`src/rtl/trace_agg_pkg.sv`:
```
package trace_agg_pkg;
  localparam int TS_W    = 64;
  localparam int SRC_W   = 6;
  localparam int PAY_W   = 24;
  localparam int REC_W   = TS_W + SRC_W + 1 + PAY_W;
  localparam int MAX_SRC = 64;

  // Record layout: {timestamp, source, start flag, payload}
  function automatic logic [REC_W-1:0] pack_rec(input logic [TS_W-1:0] ts,
                                               input logic [SRC_W-1:0] src,
                                               input logic start,
                                               input logic [PAY_W-1:0] pay);
    return {ts, src, start, pay};
  endfunction

  // Index of the lowest set bit (0 when none set)
  function automatic logic [SRC_W-1:0] first_set(input logic [MAX_SRC-1:0] v);
    logic [SRC_W-1:0] r;
    r = '0;
    for (int i = MAX_SRC - 1; i >= 0; i--) begin
      if (v[i]) r = SRC_W'(i);
    end
    return r;
  endfunction

  function automatic logic [TS_W-1:0] ts_next(input logic [TS_W-1:0] t);
    return t + 1'b1;
  endfunction
endpackage

```
`src/rtl/trace_pending.sv`:
```
module trace_pending
  import trace_agg_pkg::*;
#(
  parameter int NUM_SRC = 5
) (
  input  logic               clk,
  input  logic               rst_n,
  input  logic [TS_W-1:0]    ts,
  input  logic [NUM_SRC-1:0] ev_hit,
  input  logic [NUM_SRC-1:0] ev_start,
  input  logic [PAY_W-1:0]   sw_pay,
  input  logic               fifo_full,
  output logic               push,
  output logic [REC_W-1:0]   push_rec,
  output logic               drop_any
);
  logic [NUM_SRC-1:0] pend_v;
  logic [NUM_SRC-1:0] pend_flag;
  logic [TS_W-1:0]    pend_ts [NUM_SRC];
  logic [PAY_W-1:0]   pay_q;
  logic [MAX_SRC-1:0] pend_pad;
  logic [SRC_W-1:0]   sel_idx;
  logic [NUM_SRC-1:0] gnt;
  logic [NUM_SRC-1:0] cap;
  logic [NUM_SRC-1:0] drop;
  logic [TS_W-1:0]    sel_ts;
  logic               sel_flag;

  always_comb begin
    pend_pad = '0;
    pend_pad[NUM_SRC-1:0] = pend_v;
  end

  assign sel_idx = first_set(pend_pad);
  assign push    = (|pend_v) && !fifo_full;

  for (genvar i = 0; i < NUM_SRC; i++) begin : g_slot
    assign gnt[i]  = push && (sel_idx == SRC_W'(i));
    assign cap[i]  = ev_hit[i] && !fifo_full && (!pend_v[i] || gnt[i]);
    assign drop[i] = ev_hit[i] && !cap[i];
  end

  assign drop_any = |drop;

  always_ff @(posedge clk) begin
    if (!rst_n) begin
      pend_v    <= '0;
      pend_flag <= '0;
      pay_q     <= '0;
      for (int i = 0; i < NUM_SRC; i++) pend_ts[i] <= '0;
    end else begin
      for (int i = 0; i < NUM_SRC; i++) begin
        if (cap[i]) begin
          pend_v[i]    <= 1'b1;
          pend_flag[i] <= ev_start[i];
          pend_ts[i]   <= ts;
        end else if (gnt[i]) begin
          pend_v[i] <= 1'b0;
        end
      end
      if (cap[0]) pay_q <= sw_pay;
    end
  end

  always_comb begin
    sel_ts   = '0;
    sel_flag = 1'b0;
    for (int i = 0; i < NUM_SRC; i++) begin
      if (gnt[i]) begin
        sel_ts   = sel_ts | pend_ts[i];
        sel_flag = sel_flag | pend_flag[i];
      end
    end
  end

  assign push_rec = pack_rec(sel_ts, sel_idx, sel_flag, gnt[0] ? pay_q : '0);
endmodule

```
`src/rtl/trace_fifo.sv`:
```
module trace_fifo #(
  parameter int WIDTH = 95,
  parameter int DEPTH = 8
) (
  input  logic             clk,
  input  logic             rst_n,
  input  logic             push,
  input  logic [WIDTH-1:0] wr_data,
  output logic             full,
  output logic             rd_valid,
  input  logic             rd_ready,
  output logic [WIDTH-1:0] rd_data
);
  localparam int AW    = (DEPTH > 1) ? $clog2(DEPTH) : 1;
  localparam int CNT_W = AW + 1;

  logic [WIDTH-1:0] mem [DEPTH];
  logic [AW-1:0]    wr_ptr, rd_ptr;
  logic [CNT_W-1:0] cnt;
  logic             do_push, do_pop;

  assign full     = (cnt == CNT_W'(DEPTH));
  assign rd_valid = (cnt != '0);
  assign rd_data  = mem[rd_ptr];
  assign do_push  = push && !full;
  assign do_pop   = rd_valid && rd_ready;

  always_ff @(posedge clk) begin
    if (do_push) mem[wr_ptr] <= wr_data;
  end

  always_ff @(posedge clk) begin
    if (!rst_n) begin
      wr_ptr <= '0;
      rd_ptr <= '0;
      cnt    <= '0;
    end else begin
      if (do_push) wr_ptr <= (wr_ptr == AW'(DEPTH - 1)) ? '0 : wr_ptr + 1'b1;
      if (do_pop)  rd_ptr <= (rd_ptr == AW'(DEPTH - 1)) ? '0 : rd_ptr + 1'b1;
      case ({do_push, do_pop})
        2'b10:   cnt <= cnt + 1'b1;
        2'b01:   cnt <= cnt - 1'b1;
        default: cnt <= cnt;
      endcase
    end
  end
endmodule

```
`src/rtl/trace_axil.sv`:
```
module trace_axil #(
  parameter int ADDR_W = 4
) (
  input  logic              clk,
  input  logic              rst_n,
  input  logic              awvalid,
  output logic              awready,
  input  logic [ADDR_W-1:0] awaddr,
  input  logic              wvalid,
  output logic              wready,
  input  logic [31:0]       wdata,
  output logic              bvalid,
  input  logic              bready,
  output logic [1:0]        bresp,
  input  logic              arvalid,
  output logic              arready,
  input  logic [ADDR_W-1:0] araddr,
  output logic              rvalid,
  input  logic              rready,
  output logic [31:0]       rdata,
  output logic [1:0]        rresp,
  input  logic              ovf,
  output logic              wr_go,
  output logic              sw_hit,
  output logic              ovf_clr
);
  logic rd_go;

  assign wr_go   = awvalid && wvalid && !bvalid;
  assign awready = wr_go;
  assign wready  = wr_go;
  assign sw_hit  = wr_go && (awaddr == ADDR_W'(0));
  assign ovf_clr = wr_go && (awaddr == ADDR_W'(4)) && wdata[0];
  assign bresp   = 2'b00;

  assign rd_go   = arvalid && !rvalid;
  assign arready = rd_go;
  assign rresp   = 2'b00;

  always_ff @(posedge clk) begin
    if (!rst_n) begin
      bvalid <= 1'b0;
      rvalid <= 1'b0;
      rdata  <= '0;
    end else begin
      if (wr_go)       bvalid <= 1'b1;
      else if (bready) bvalid <= 1'b0;
      if (rd_go) begin
        rvalid <= 1'b1;
        rdata  <= (araddr == ADDR_W'(4)) ? {31'b0, ovf} : 32'b0;
      end else if (rready) begin
        rvalid <= 1'b0;
      end
    end
  end
endmodule

```
`src/rtl/trace_aggregator.sv`:
```
module trace_aggregator
  import trace_agg_pkg::*;
#(
  parameter int NUM_MON    = 4,
  parameter int FIFO_DEPTH = 8,
  parameter int ADDR_W     = 4
) (
  input  logic               clk,
  input  logic               rst_n,
  input  logic [NUM_MON-1:0] mon_evt,
  input  logic [NUM_MON-1:0] mon_start,
  input  logic               s_awvalid,
  output logic               s_awready,
  input  logic [ADDR_W-1:0]  s_awaddr,
  input  logic               s_wvalid,
  output logic               s_wready,
  input  logic [31:0]        s_wdata,
  output logic               s_bvalid,
  input  logic               s_bready,
  output logic [1:0]         s_bresp,
  input  logic               s_arvalid,
  output logic               s_arready,
  input  logic [ADDR_W-1:0]  s_araddr,
  output logic               s_rvalid,
  input  logic               s_rready,
  output logic [31:0]        s_rdata,
  output logic [1:0]         s_rresp,
  output logic               rec_valid,
  input  logic               rec_ready,
  output logic [94:0]        rec_data
);
  localparam int NUM_SRC = NUM_MON + 1;

  logic [TS_W-1:0]    ts_q;
  logic               ovf_q;
  logic               wr_go, sw_hit, ovf_clr;
  logic [NUM_SRC-1:0] ev_hit, ev_start;
  logic               push, fifo_full, drop_any;
  logic [REC_W-1:0]   push_rec;
  logic [TS_W-1:0]    push_ts;
  logic               wdata_unused;

  assign wdata_unused = ^s_wdata[30:24];
  assign ev_hit   = {mon_evt, sw_hit};
  assign ev_start = {mon_start, s_wdata[31]};
  assign push_ts  = push_rec[REC_W-1 -: TS_W];

  always_ff @(posedge clk) begin
    if (!rst_n) ts_q <= '0;
    else        ts_q <= ts_next(ts_q);
  end

  always_ff @(posedge clk) begin
    if (!rst_n)        ovf_q <= 1'b0;
    else if (drop_any) ovf_q <= 1'b1;
    else if (ovf_clr)  ovf_q <= 1'b0;
  end

  trace_axil #(.ADDR_W(ADDR_W)) u_axil (
    .clk(clk), .rst_n(rst_n),
    .awvalid(s_awvalid), .awready(s_awready), .awaddr(s_awaddr),
    .wvalid(s_wvalid), .wready(s_wready), .wdata(s_wdata),
    .bvalid(s_bvalid), .bready(s_bready), .bresp(s_bresp),
    .arvalid(s_arvalid), .arready(s_arready), .araddr(s_araddr),
    .rvalid(s_rvalid), .rready(s_rready), .rdata(s_rdata), .rresp(s_rresp),
    .ovf(ovf_q), .wr_go(wr_go), .sw_hit(sw_hit), .ovf_clr(ovf_clr)
  );

  trace_pending #(.NUM_SRC(NUM_SRC)) u_pend (
    .clk(clk), .rst_n(rst_n), .ts(ts_q),
    .ev_hit(ev_hit), .ev_start(ev_start), .sw_pay(s_wdata[PAY_W-1:0]),
    .fifo_full(fifo_full), .push(push), .push_rec(push_rec), .drop_any(drop_any)
  );

  trace_fifo #(.WIDTH(REC_W), .DEPTH(FIFO_DEPTH)) u_fifo (
    .clk(clk), .rst_n(rst_n), .push(push), .wr_data(push_rec),
    .full(fifo_full), .rd_valid(rec_valid), .rd_ready(rec_ready), .rd_data(rec_data)
  );
endmodule

```
`config.mk`:
```
export PLATFORM = sky130hd
export DESIGN_NAME = trace_aggregator
export DESIGN_NICKNAME = d
export VERILOG_FILES = /design/src/rtl/trace_agg_pkg.sv /design/src/rtl/trace_pending.sv /design/src/rtl/trace_fifo.sv /design/src/rtl/trace_axil.sv /design/src/rtl/trace_aggregator.sv
export SDC_FILE = /design/constraint.sdc
export NUM_CORES = 1
export LEC_CHECK = 0
export CAP_MARGIN = 30
export CELL_PAD_IN_SITES_DETAIL_PLACEMENT = 1
export CELL_PAD_IN_SITES_GLOBAL_PLACEMENT = 1
export CORE_MARGIN = 5
export CORE_UTILIZATION = 49
export CTS_CLUSTER_DIAMETER = 120
export DETAILED_ROUTE_END_ITERATION = 12
export GPL_TIMING_DRIVEN = 0
export PLACE_DENSITY_LB_ADDON = 0.1
export SYNTH_ARGS = -nofsm -noshare
export SYNTH_HDL_FRONTEND = slang
export SYNTH_HIERARCHICAL = 1
export SYNTH_SLANG_ARGS = --single-unit
```
`constraint.sdc`:
```
create_clock -name clk -period 18.3 [get_ports clk]
set_input_delay 3.66 -clock clk [delete_from_list [all_inputs] [get_ports clk]]
set_output_delay 3.66 -clock clk [all_outputs]
set_load 0.005 [all_outputs]
```
# Word level (Yosys, flattened, before mapping)
# Memory sizes are Yosys's and may differ from the RTL's. A register that Yosys moved wholly into a read port is not among the register bits.
# Index checks and enable logic that the tools add are counted.
[totals]
register_bits = 143
word_cells = 172
out_inout_bits = 137
in_bits = 56
n_memories = 2
ram_bits = 1056
[classes]
n_bitwise = 13
n_reduce_logical = 61
n_mux = 61
n_eq_ne = 11
addsub = 5
[memory_table]
columns = ["name", "depth", "width", "rd", "rd_clocked_by_memory_dff", "wr", "line", "text"]
rows = [
  ["u_fifo.mem", 8, 92, 1, 1, 1, "trace_fifo.sv:17", "logic [WIDTH-1:0] mem [DEPTH];"],
  ["u_pend.pend_ts", 5, 64, 5, 0, 5, "trace_pending.sv:19", "logic [TS_W-1:0] pend_ts [NUM_SRC];"],
]
[op_table]
columns = ["operator", "count"]
rows = [
  ["two-way mux 64 bit", 10],
  ["bitwise OR 64 bit", 4],
  ["adder 64 x 1 -> 64 bit, second input constant", 1],
  ["two-way mux 1 bit", 40],
  ["logical AND 1 bit", 29],
  ["two-way mux 3 bit", 9],
  ["two-way mux 24 bit", 1],
  ["nonzero test 2 bit", 9],
  ["logical NOT 1 bit", 13],
  ["OR reduction 5 bit", 2],
  ["equality test 3 bit, second input constant", 3],
  ["bitwise OR 1 bit", 9],
  ["equality test 4 x 3 -> 1 bit, second input constant", 2],
  ["one-hot mux 4 bit (2 select lines)", 1],
  ["adder 3 x 1 -> 3 bit, second input constant", 2],
  ["equality test 3 x 2 -> 1 bit, second input constant", 2],
  ["logical NOT 6 bit", 1],
  ["logical OR 1 bit", 5],
  ["adder 4 x 1 -> 4 bit, second input constant", 1],
  ["equality test 4 bit, second input constant", 1],
  ["logical NOT 4 bit", 1],
  ["nonzero test 4 bit", 1],
  ["subtractor 4 x 1 -> 4 bit, second input constant", 1],
  ["equality test 3 x 1 -> 1 bit, second input constant", 1],
  ["2 further kinds", 2],
]

# Logic depth before layout (Yosys ltp)
# Gate-level depths: netlist of run 1.
[depth]
ltp_word = 16
mapped_depth = 15
ltp_nobuf = 11

# Hierarchy
# The synthesis of run 1 kept the hierarchy.
[by_module_without_submodules]
columns = ["module", "area_per_inst_um2", "cells_each", "n_inst", "seq_area_each_um2"]
rows = [
  ["trace_fifo", 29183.0, 1175, 1, 23082.1],
  ["trace_pending", 14031.0, 885, 1, 10289.9],
  ["trace_aggregator", 2994.1, 354, 1, 1301.2],
  ["trace_axil", 454.2, 56, 1, 60.1],
]

# Worst setup path before layout of run 1
# Ideal clock, no wire load.
[synth_path]
path_type = "register to register"
start = "reg u_fifo.cnt[1]"
end = "mem u_fifo/mem[0][0] (netlist bit), enable pin"
path_buffers = 4
path_stages_with_launch = 10
t_arrival_ns = 10.626
setup_time_ns = 0.782
slack_ns = 6.893
t_required_ns = 17.518
period_less_slack_ns = 11.407
path_cell_list = "dfxtp_1 > nor3_1 > and2_1 > buf_2 > buf_2 > clkbuf_1 > a21oi_1 > a21bo_1 > buf_2 > nor4_1"
[synth_via]
elab_chain_cells = 6
[synth_lines]
columns = ["item", "line", "text"]
rows = [
  ["start, declared", "trace_fifo.sv:19", "logic [CNT_W-1:0] cnt;"],
  ["start signal, assigned", "trace_fifo.sv:41", "2'b10: cnt <= cnt + 1'b1;"],
  ["start signal, assigned", "trace_fifo.sv:42", "2'b01: cnt <= cnt - 1'b1;"],
  ["start signal, assigned", "trace_fifo.sv:43", "default: cnt <= cnt;"],
  ["equality test 4 bit", "trace_fifo.sv:22", "assign full = (cnt == CNT_W'(DEPTH));"],
  ["via fifo_full", "trace_aggregator.sv:38", "logic push, fifo_full, drop_any;"],
  ["logical NOT 1 bit", "trace_pending.sv:35", "assign push = (|pend_v) && !fifo_full;"],
  ["logical AND 1 bit", "trace_pending.sv:35", ""],
  ["via push", "trace_aggregator.sv:38", ""],
  ["logical AND 1 bit", "trace_fifo.sv:25", "assign do_push = push && !full;"],
  ["two-way mux 1 bit", "trace_fifo.sv:29", "if (do_push) mem[wr_ptr] <= wr_data;"],
  ["two-way mux 1 bit (not written as such)", "trace_fifo.sv:29", ""],
  ["end, declared", "trace_fifo.sv:17", ""],
]
# The timed path passes the listed nets, and every way through them passes these cells.

# Final worst setup path of run 1
[layout_path]
start = "in s_wvalid"
end = "out s_wready"
[layout_via]
elab_chain_cells = 2
[layout_lines]
columns = ["item", "line", "text"]
rows = [
  ["start, declared", "trace_aggregator.sv:15", "input logic s_wvalid,"],
  ["logical AND 1 bit (2 in a row)", "trace_axil.sv:29", "assign wr_go = awvalid && wvalid && !bvalid;"],
  ["end, declared", "trace_aggregator.sv:16", "output logic s_wready,"],
]
# Every way passes these cells.

==> results.sh, run 1 <==
export IMPL_first_iter_violations=2020
export IMPL_clock_fmax_ghz=0.116
export IMPL_max_slew_worst_pin_slew_ns=1.01
export IMPL_min_period_ns=8.65
export IMPL_chipHeight_um=319
export IMPL_grt_met2_usage_pct=39.3
export IMPL_critical_path_n_buffers_inverters=4
export IMPL_final_setup_worst_slack_ns=9.65
export IMPL_critical_path_class="input port to output port"
export IMPL_vias_per_cell=5.90
export IMPL_drt_first_pass_iters=5
export IMPL_syn_inst=2469
export IMPL_min_period_over_period_pct=47.3
export IMPL_core_sq_mm=0.0947
export IMPL_routed_wire_length_per_instance_um=27.6
export IMPL_power_leakage_nw=18.6
export IMPL_design_die_area_sq_mm=0.101
export IMPL_register_area_sq_mm=0.0347
export IMPL_critical_path_max_stage_delay_ns=0.49
export IMPL_global_route_overflow_total=0
export IMPL_antenna_found_initial=3
export IMPL_die_x_um=319
export IMPL_crit_slowest_cell="clkdlybuf4s50_1"
export IMPL_critical_path_max_fanout=4
export IMPL_result_of_the_run="complete, no violations"
export IMPL_worst_setup_slack_before_clock_tree_synthesis_ns=9.63
export IMPL_final_fill_count=8386
export IMPL_clkSlewWorstSetupHoldPaths_ns=0.05
export IMPL_switching_share_pct=26.3
export IMPL_grt_use_met3_pct=2.72
export IMPL_timing_critical_path_arrival_ns=4.99
export IMPL_routed_wirelength_um=117000
export IMPL_drcViolationCount=0
export IMPL_worstPathCellList="clkdlybuf4s50_1 -> nand3b_1 -> inv_1 -> buf_4 -> clkdlybuf4s50_1"
export IMPL_port_buffer_count=150
export IMPL_final_net_count=2935
export IMPL_drive_above_1_share_pct=23.6
export IMPL_route_vias_total=25000
export IMPL_worst_path_dominant_cell_family="buffers and inverters"
export IMPL_crit_path_required_time_ns=14.64
export IMPL_final_cells=4242
export IMPL_post_cts_setup_buffers=0
export IMPL_root_buffer_selected_by_cts="clkbuf_16"
export IMPL_relSlewSlack_pct=32.6
export IMPL_timing_clock_skew_ns=0.0322
export IMPL_synth_warnings=6
export IMPL_io_pin_count=193
export IMPL_clock_sinks=1195
export IMPL_cap_viol_max_count=0
export IMPL_routabilityCongestion=0.788
export IMPL_hpwlAfterDp_um=78400
export IMPL_placed_cells_incl_taps=4013
export IMPL_clock_insertion_delay_worst_skew_ns=0.70
export IMPL_timing_final_hold_violations=0
export IMPL_htree_num_levels=3
export IMPL_grt_use_total_pct=22.9
export IMPL_timing_critical_path_to_type="output port"
export IMPL_initial_utilization_pct=49.3
export IMPL_synthesis_area_sq_mm=0.0467
export IMPL_post_cts_hold_buffer_count=0
export IMPL_power_report_internal_total_mw=5.77
export IMPL_postCtsResizedCells=0
export IMPL_power_switching_mw=2.06
export IMPL_placement_rows=113
export IMPL_maximum_ir_drop_on_the_vdd_rail_v=0.0000893
export IMPL_area_delta_synth_final_pct=18.1
export IMPL_gr_usage_met1_pct=31.9
export IMPL_global_route_wire_length_before_repair_um=176000
export IMPL_setup_worst_path_start_class="input port"
export IMPL_min_delay_path_class="register to register"
export IMPL_clockBufferDepth=3
export IMPL_busiest_layer="met2"
export IMPL_timing_final_max_slew_violations=0
export IMPL_p_seq_share_pct=44.7
export IMPL_setup_repair_after_global_routing_missed_its_margin="false"
export IMPL_setup_violations=0
export IMPL_p_comb_share_pct=24.3
export IMPL_avgSynthCellArea_sq_um=18.9
export IMPL_share_clk_of_total_power_pct=31.1
export IMPL_pwr_cell_area_mw_per_mm2=142
export IMPL_grt_max_degree=45
export IMPL_grt_pass1_vias=26800
export IMPL_cts_buffers=121
export IMPL_multiInputGateArea_sq_mm=0.0110
export IMPL_tritoncts="built"
export IMPL_ant_nets=0
export IMPL_crit_top_cell="clkdlybuf4s50_1"
[metrics by stage]
step                      hold WS (ns)  total power, mW  instance area [sq um]  util [%]  TNS [ns]
after floorplan                  0.440             4.60                  46800         -         0
after global placement           0.453             5.37                  49900      52.6   -508.29
after detailed placement         0.458             5.49                  51200      54.0         0
after CTS                        0.479             7.94                  55100      58.2         0
after global routing             0.497             8.18                  55100      58.2         0
final                            0.473             7.83                  55100      58.2         0
[registers in the layout, summed over array words and instances (netlist names), 3 cells and up, named ones only]
signal,cells
u_fifo/cnt,4
u_fifo/mem,760
u_pend/pend_flag,5
ts_q,64
u_pend/pend_ts,320
u_pend/pend_v,5
u_fifo/wr_ptr,3
u_fifo/rd_ptr,3
u_pend/pay_q,24
[metal layers]
metal | vias up | share of wire (%) | wire length [um]
li1 | 10900 | - | -
met1 | 13400 | 43 | 49800
met5 | - | 0 | 0
met2 | 651 | 51 | 59600
met4 | 0 | 1.9 | 2240
met3 | 122 | 4.6 | 5350
[power by group through the flow]
| stage | Clock [mW] | Combinational [mW] | Sequential (mW) |
|---|---|---|---|
| after floorplan | 0 | 1.00 | 3.60 |
| after global placement | 0 | 1.70 | 3.67 |
| after detailed placement | 0 | 1.93 | 3.56 |
| after CTS | 2.49 | 1.95 | 3.50 |
| after global routing | 2.63 | 2.02 | 3.52 |
| final | 2.43 | 1.90 | 3.50 |
[worst paths after layout]
path	to	depth (start not counted)	slack [ns]	from
worst min register to register	u_pend/pay_q[16]	1	0.47	u_pend/pay_q[16]
worst min-delay path	u_pend/pay_q[16]	1	0.47	u_pend/pay_q[16]
worst max-delay path	s_wready	5	9.65	s_wvalid
worst max register to register	u_fifo/mem[0][69]	17	12.94	u_fifo/cnt[1]
[layout by cell type (no fill, tap or decap), types with 18 or more instances in the layout]
cell type / count
clkbuf_16: 123
a21oi_1: 35
clkinv_2: 32
a221o_1: 130
mux2_2: 96
nand2_1: 105
nand4_1: 23
or3_1: 18
and3b_1: 65
xor2_1: 19
clkdlybuf4s50_1: 150
and2_1: 33
mux4_2: 190
o21ai_0: 21
a22o_1: 25
buf_6: 65
buf_4: 60
nand3_1: 29
conb_1: 38
nor2_1: 50
buf_2: 50
clkbuf_1: 89
edfxtp_1: 1080
clkinv_1: 29
dfxtp_1: 115
a31oi_1: 65
[cell type report]
type	instances	area share, %
Sequential cell	1195	63.0
Multi-Input combinational cell	1106	20.0
Clock buffer	141	5.71
Timing Repair Buffer	243	4.90
Tap cell	1265	2.87
Buffer	191	1.92
Clock inverter	87	1.43
Inverter	13	0.0931
Antenna cell	1	0.00454
(Power assumes the default switching activity.)
==> run 2: changes to the inputs <==
Settings changed: CORE_UTILIZATION 49 to 48.
Clock period 18.3 ns to 7.47 ns, I/O delays scaled along.
==> run 2 against run 1 <==
Effect of this change: via count shrank 0.13%; clock skew up 0.00070 ns; global-route usage is 0.35 points lower; register-to-register slack worse by 11 ns; largest power group unchanged; cell count fell by 0.14%; wire length barely moved; final area grew 0.13%; non-clock buffer count is 13 lower; sequential share of layout area decreased by 0.080 points.
==> results.sh, run 2 (same netlist as run 1, synthesis figures left out) <==
export IMPL_area_delta_synth_final_pct=18.2
export IMPL_clock_fmax_ghz=0.184
export IMPL_grt_max_degree=52
export IMPL_setup_violations=0
export IMPL_max_slew_worst_pin_slew_ns=1.03
export IMPL_grt_pass1_vias=26600
export IMPL_critical_path_class="register to output port"
export IMPL_reg2reg_depth=17
export IMPL_hold_path_depth=1
export IMPL_timing_critical_path_arrival_ns=3.95
export IMPL_worst_path_dominant_cell_family="buffers and inverters"
export IMPL_design_die_area_sq_mm=0.104
export IMPL_post_route_cell_area_sq_mm=0.0552
export IMPL_global_route_wire_length_before_repair_um=175000
export IMPL_r2r_slack_ns=2.09
export IMPL_placement_rows=114
export IMPL_critical_path_max_fanout=10
export IMPL_final_net_count=2922
export IMPL_final_setup_tns_ns=0
export IMPL_final_cell_mix="edfxtp_1 (1080), mux4_2 (190), clkdlybuf4s50_1 (150)"
export IMPL_clock_insertion_delay_worst_skew_ns=0.71
export IMPL_die_x_um=322
export IMPL_result_of_the_run="complete, no violations"
export IMPL_clock_sinks=1195
export IMPL_clockBufferDepth=3
export IMPL_first_iter_violations=2034
export IMPL_initial_utilization_pct=48.3
export IMPL_timing_clock_skew_ns=0.0329
export IMPL_port_buffer_count=150
export IMPL_post_cts_setup_buffers=0
export IMPL_ant_nets=0
export IMPL_timing_critical_path_to_type="output port"
export IMPL_largest_register_ff_count=760
export IMPL_crit_slowest_cell="clkbuf_1"
export IMPL_setup_worst_path_start_class="register"
export IMPL_min_period_ns=5.45
export IMPL_worstHoldStart="u_pend/pay_q[21]"
export IMPL_antenna_found_initial=1
export IMPL_routabilityCongestion=0.777
export IMPL_global_route_overflow_total=0
export IMPL_root_buffer_selected_by_cts="clkbuf_16"
export IMPL_worstHoldEndpoint="u_pend/pay_q[21]"
export IMPL_crit_path_required_time_ns=5.98
export IMPL_antennaDiodeCount=0
export IMPL_core_sq_mm=0.0966
export IMPL_min_period_over_period_pct=72.9
export IMPL_cts_buffers=121
export IMPL_min_delay_path_class="register to register"
export IMPL_hpwlAfterDp_um=78100
export IMPL_clkSlewWorstSetupHoldPaths_ns=0.06
export IMPL_route_vias_total=25000
export IMPL_routed_wirelength_um=117000
export IMPL_worstPathCellList="buf_2 -> buf_2 -> clkbuf_1 -> mux4_2 -> mux2_2 -> clkdlybuf4s50_1"
export IMPL_regToRegEndpoint="u_fifo/mem[4][73]"
export IMPL_pwr_cell_area_mw_per_mm2=349
export IMPL_vias_per_cell=5.90
export IMPL_power_leakage_nw=18.5
export IMPL_largest_register="u_fifo/mem"
export IMPL_layout_commonest_cell="edfxtp_1"
export IMPL_io_pin_count=193
export IMPL_critical_path_max_stage_delay_ns=0.70
export IMPL_tritoncts="built"
export IMPL_routed_wire_length_per_instance_um=27.6
export IMPL_htree_num_levels=3
export IMPL_largest_registers="u_fifo/mem x760, u_pend/pend_ts x320, ts_q x64"
export IMPL_reg_to_reg_critical_path_startpoint="u_fifo/cnt[1]"
export IMPL_chipHeight_um=322
export IMPL_postCtsResizedCells=0
export IMPL_timing_final_hold_violations=0
export IMPL_post_dp_cell_area_sq_mm=0.0512
export IMPL_crit_top_cell="buf_2"
export IMPL_setup_repair_after_global_routing_missed_its_margin="false"
export IMPL_drt_first_pass_iters=5
export IMPL_drive_above_1_share_pct=23.1
export IMPL_drcViolationCount=0
export IMPL_timing_final_max_slew_violations=0
export IMPL_cap_viol_max_count=0
export IMPL_relSlewSlack_pct=31.1
export IMPL_critical_path_n_buffers_inverters=4
export IMPL_grt_use_total_pct=22.6
export IMPL_maximum_ir_drop_on_the_vdd_rail_v=0.000210
export IMPL_post_cts_hold_buffer_count=0
==> run 2: through the flow <==
| stage | util, % | worst slack (ns) | total power [mW] | hold WS [ns] | cells |
|---|---|---|---|---|---|
| final | 57.1 | 2.02 | 19.3 | 0.476 | 4236 |
| after global routing | 57.1 | 1.78 | 20.1 | 0.503 | 4236 |
| after CTS | 57.1 | 1.96 | 19.5 | 0.477 | 4236 |
| after detailed placement | 53.0 | 2.06 | 13.5 | 0.461 | 4011 |
| after global placement | 51.7 | -10.40 | 12.6 | 0.459 | 3931 |
| after floorplan | - | -1.35 | 11.2 | 0.440 | 2505 |
==> run 2: report_power, final <==
part / switching, mW / leakage [nW] / internal [mW] / total (mW)
logic: 2.34 / 5.24 / 2.34 / 4.68
registers: 0.230 / 11.4 / 8.35 / 8.58
clock network: 2.52 / 1.94 / 3.49 / 6.01
==> run 2: how the worst max path moves through the flow <==
stage	endpoint	depth (start not counted)	slack (ns)	startpoint
after floorplan	u_fifo/mem[2][0]	9	-1.35	u_fifo/cnt[1]
after global placement	u_fifo/mem[6][70]	9	-10.40	u_fifo/cnt[1]
after detailed placement	u_fifo/mem[4][70]	17	2.06	u_fifo/cnt[1]
after CTS	rec_data[27]	6	1.96	register
after global routing	u_fifo/mem[4][73]	17	1.78	u_fifo/cnt[1]
final	rec_data[27]	6	2.02	register
==> run 2: final cells by class <==
class	instances	area (sq um)
fill	8523	41400
tap	1276	1600
inverter	13	51.3
buffer	191	1060
timing repair buffer	230	2720
clock buffer	149	3210
sequential	1195	34700
clock inverter	76	743
multi-input combinational	1106	11100
==> run 2: layer usage <==
metal,share of wire [%],up-vias,track usage [%]
met5,0,-,0
met4,2.3,0,5.95
met3,5.0,132,3.23
met2,50,654,38.2
met1,42,13300,31.2
li1,-,10900,-
==> run 3: changes to the inputs <==
Settings changed: CORE_UTILIZATION 48 to 49.
Clock period 7.47 ns to 5.55 ns, I/O delays scaled along.
==> run 3 against run 2 <==
Effect of this change: clock-buffer cell count decreased by 3; sequential power up 34%; die area down 2.0%; clock skew decreased by 0.0090 ns; core utilization up 1.1 points; non-clock buffer count fell by 14; setup slack lost 1.5 ns; first-iteration DRC count up 8.5%; cell count fell by 0.52%; sequential cell count did not move; combinational power grew 36%; register-to-register slack got worse by 1.2 ns; critical path type unchanged; largest cell class unchanged; largest power group unchanged.
==> results.sh, run 3 (same netlist as run 1, synthesis figures left out) <==
export IMPL_result_of_the_run="complete, no violations"
export IMPL_timing_final_hold_violations=0
export IMPL_dr_max_layer_used="met5"
export IMPL_root_buffer_selected_by_cts="clkbuf_16"
export IMPL_largest_register_ff_count=760
export IMPL_timing_critical_path_arrival_ns=3.87
export IMPL_final_cells=4214
export IMPL_relSlewSlack_pct=31.6
export IMPL_met3_length_um=5910
export IMPL_routed_wirelength_um=117000
export IMPL_drive_above_1_share_pct=22.5
export IMPL_vias_per_cell=5.91
export IMPL_post_route_cell_area_sq_mm=0.0552
export IMPL_post_cts_hold_buffer_count=0
export IMPL_area_delta_synth_final_pct=18.3
export IMPL_reg2reg_depth=13
export IMPL_routed_wire_length_per_instance_um=27.9
export IMPL_maximum_ir_drop_on_the_vdd_rail_v=0.000320
export IMPL_post_dp_cell_area_sq_mm=0.0513
export IMPL_io_pin_count=193
export IMPL_worstHoldEndpoint="u_pend/pay_q[20]"
export IMPL_placed_cells_incl_taps=3986
export IMPL_route_layer_met1_wl_um=50900
export IMPL_core_sq_mm=0.0947
export IMPL_cap_viol_max_count=0
export IMPL_regToRegEndpoint="u_fifo/mem[1][80]"
export IMPL_tritoncts="built"
export IMPL_post_cts_setup_buffers=0
export IMPL_power_leakage_nw=18.5
export IMPL_postCtsResizedCells=0
export IMPL_cts_buffers=120
export IMPL_routabilityCongestion=0.775
export IMPL_timing_critical_path_to_type="output port"
export IMPL_critical_path_max_fanout=10
export IMPL_port_buffer_count=150
export IMPL_largest_register="u_fifo/mem"
export IMPL_max_slew_worst_pin_slew_ns=1.02
export IMPL_crit_path_required_time_ns=4.44
export IMPL_placement_rows=113
export IMPL_min_period_ns=4.98
export IMPL_route_vias_total=24900
export IMPL_hold_path_depth=1
export IMPL_first_iter_violations=2207
export IMPL_antenna_found_initial=5
export IMPL_pwr_cell_area_mw_per_mm2=470
export IMPL_clockBufferDepth=3
export IMPL_layout_commonest_cell="edfxtp_1"
export IMPL_grt_max_degree=45
export IMPL_min_delay_path_class="register to register"
export IMPL_final_cell_mix="edfxtp_1 (1080), mux4_2 (190), clkdlybuf4s50_1 (150)"
export IMPL_critical_path_class="register to output port"
export IMPL_setup_worst_path_start_class="register"
export IMPL_chipHeight_um=319
export IMPL_drt_first_pass_iters=5
export IMPL_global_route_overflow_total=0
export IMPL_clock_sinks=1195
export IMPL_hpwlAfterDp_um=77700
export IMPL_min_period_over_period_pct=89.8
export IMPL_timing_clock_skew_ns=0.0239
export IMPL_largest_registers="u_fifo/mem x760, u_pend/pend_ts x320, ts_q x64"
export IMPL_grt_pass1_vias=27000
export IMPL_drcViolationCount=0
export IMPL_route_met2_wl_um=58000
export IMPL_setup_repair_after_global_routing_missed_its_margin="false"
export IMPL_global_route_wire_length_before_repair_um=177000
export IMPL_clock_insertion_delay_worst_skew_ns=0.69
export IMPL_design_die_area_sq_mm=0.101
export IMPL_htree_num_levels=3
export IMPL_clkSlewWorstSetupHoldPaths_ns=0.06
export IMPL_clock_fmax_ghz=0.201
export IMPL_ant_nets=0
export IMPL_final_net_count=2907
export IMPL_initial_utilization_pct=49.3
export IMPL_setup_violations=0
export IMPL_reg_to_reg_critical_path_startpoint="u_fifo/cnt[1]"
export IMPL_r2r_slack_ns=0.89
export IMPL_grt_use_total_pct=23.1
export IMPL_worstHoldStart="u_pend/pay_q[20]"
export IMPL_timing_final_max_slew_violations=0
export IMPL_die_x_um=319
-- run 3: cell count changes in the layout (fill, tap and decap cells not counted), sizes merged --
cell    previous run  this run
buf              199       185
clkbuf           221       218
clkinv            56        61
diode              0         3
inv               15        13
-- run 3: how the worst max path moves through the flow --
stage                  startpoint                     to  slack (ns)  cells past startpoint
finish                   register           rec_data[83]        0.57                      6
global route             register           rec_data[25]        0.45                      6
CTS                      register           rec_data[25]        0.48                      6
detailed placement          rst_n  u_pend/pend_ts[0][36]        0.59                      7
global placement    u_fifo/cnt[1]       u_fifo/mem[3][8]       -6.49                      8
floorplan           u_fifo/cnt[1]       u_fifo/mem[7][0]       -0.49                      8
-- run 3: where the power goes --
group | total, mW | switching (mW) | leakage (nW) | internal, mW
registers | 11.5 | 0.313 | 11.4 | 11.2
clock network | 8.03 | 3.35 | 1.92 | 4.68
logic | 6.35 | 3.18 | 5.22 | 3.17
-- run 3: final cells by class --
cell class	instances	area [sq um]
fillers	8263	39500
flip-flops and latches	1195	34700
multi-input cells	1106	11100
clock buffers	146	3200
repair buffers	216	2780
well taps	1265	1580
plain buffers	191	1060
clock inverters	79	716
inverters	13	51.3
diodes	3	7.51
-- run 3: worst max-delay path, cell delays in order, from the launching register on --
cell and delay (ns):
dfxtp_1 0.31, buf_2 0.56, buf_2 0.51, buf_1 0.61, mux4_2 0.40, mux2_2 0.28, clkdlybuf4s50_1 0.50
-- run 3: layer usage --
layer / vias to the layer above / track usage (%)
met4: 2 / 5.90
met1: 13200 / 32.5
met3: 146 / 3.54
li1: 10800 / -
met2: 689 / 38.3
met5: - / 0
-- run 3: through the flow --
stage | total power [mW] | setup TNS, ns | util [%] | worst slack [ns] | hold WS, ns
floorplan | 15.0 | -139.68 | - | -0.490 | 0.440
global placement | 17.2 | -3634.97 | 52.7 | -6.49 | 0.458
detailed placement | 18.2 | 0 | 54.1 | 0.589 | 0.460
CTS | 26.2 | 0 | 58.3 | 0.477 | 0.479
global route | 27.0 | 0 | 58.3 | 0.447 | 0.487
finish | 25.9 | 0 | 58.3 | 0.566 | 0.474
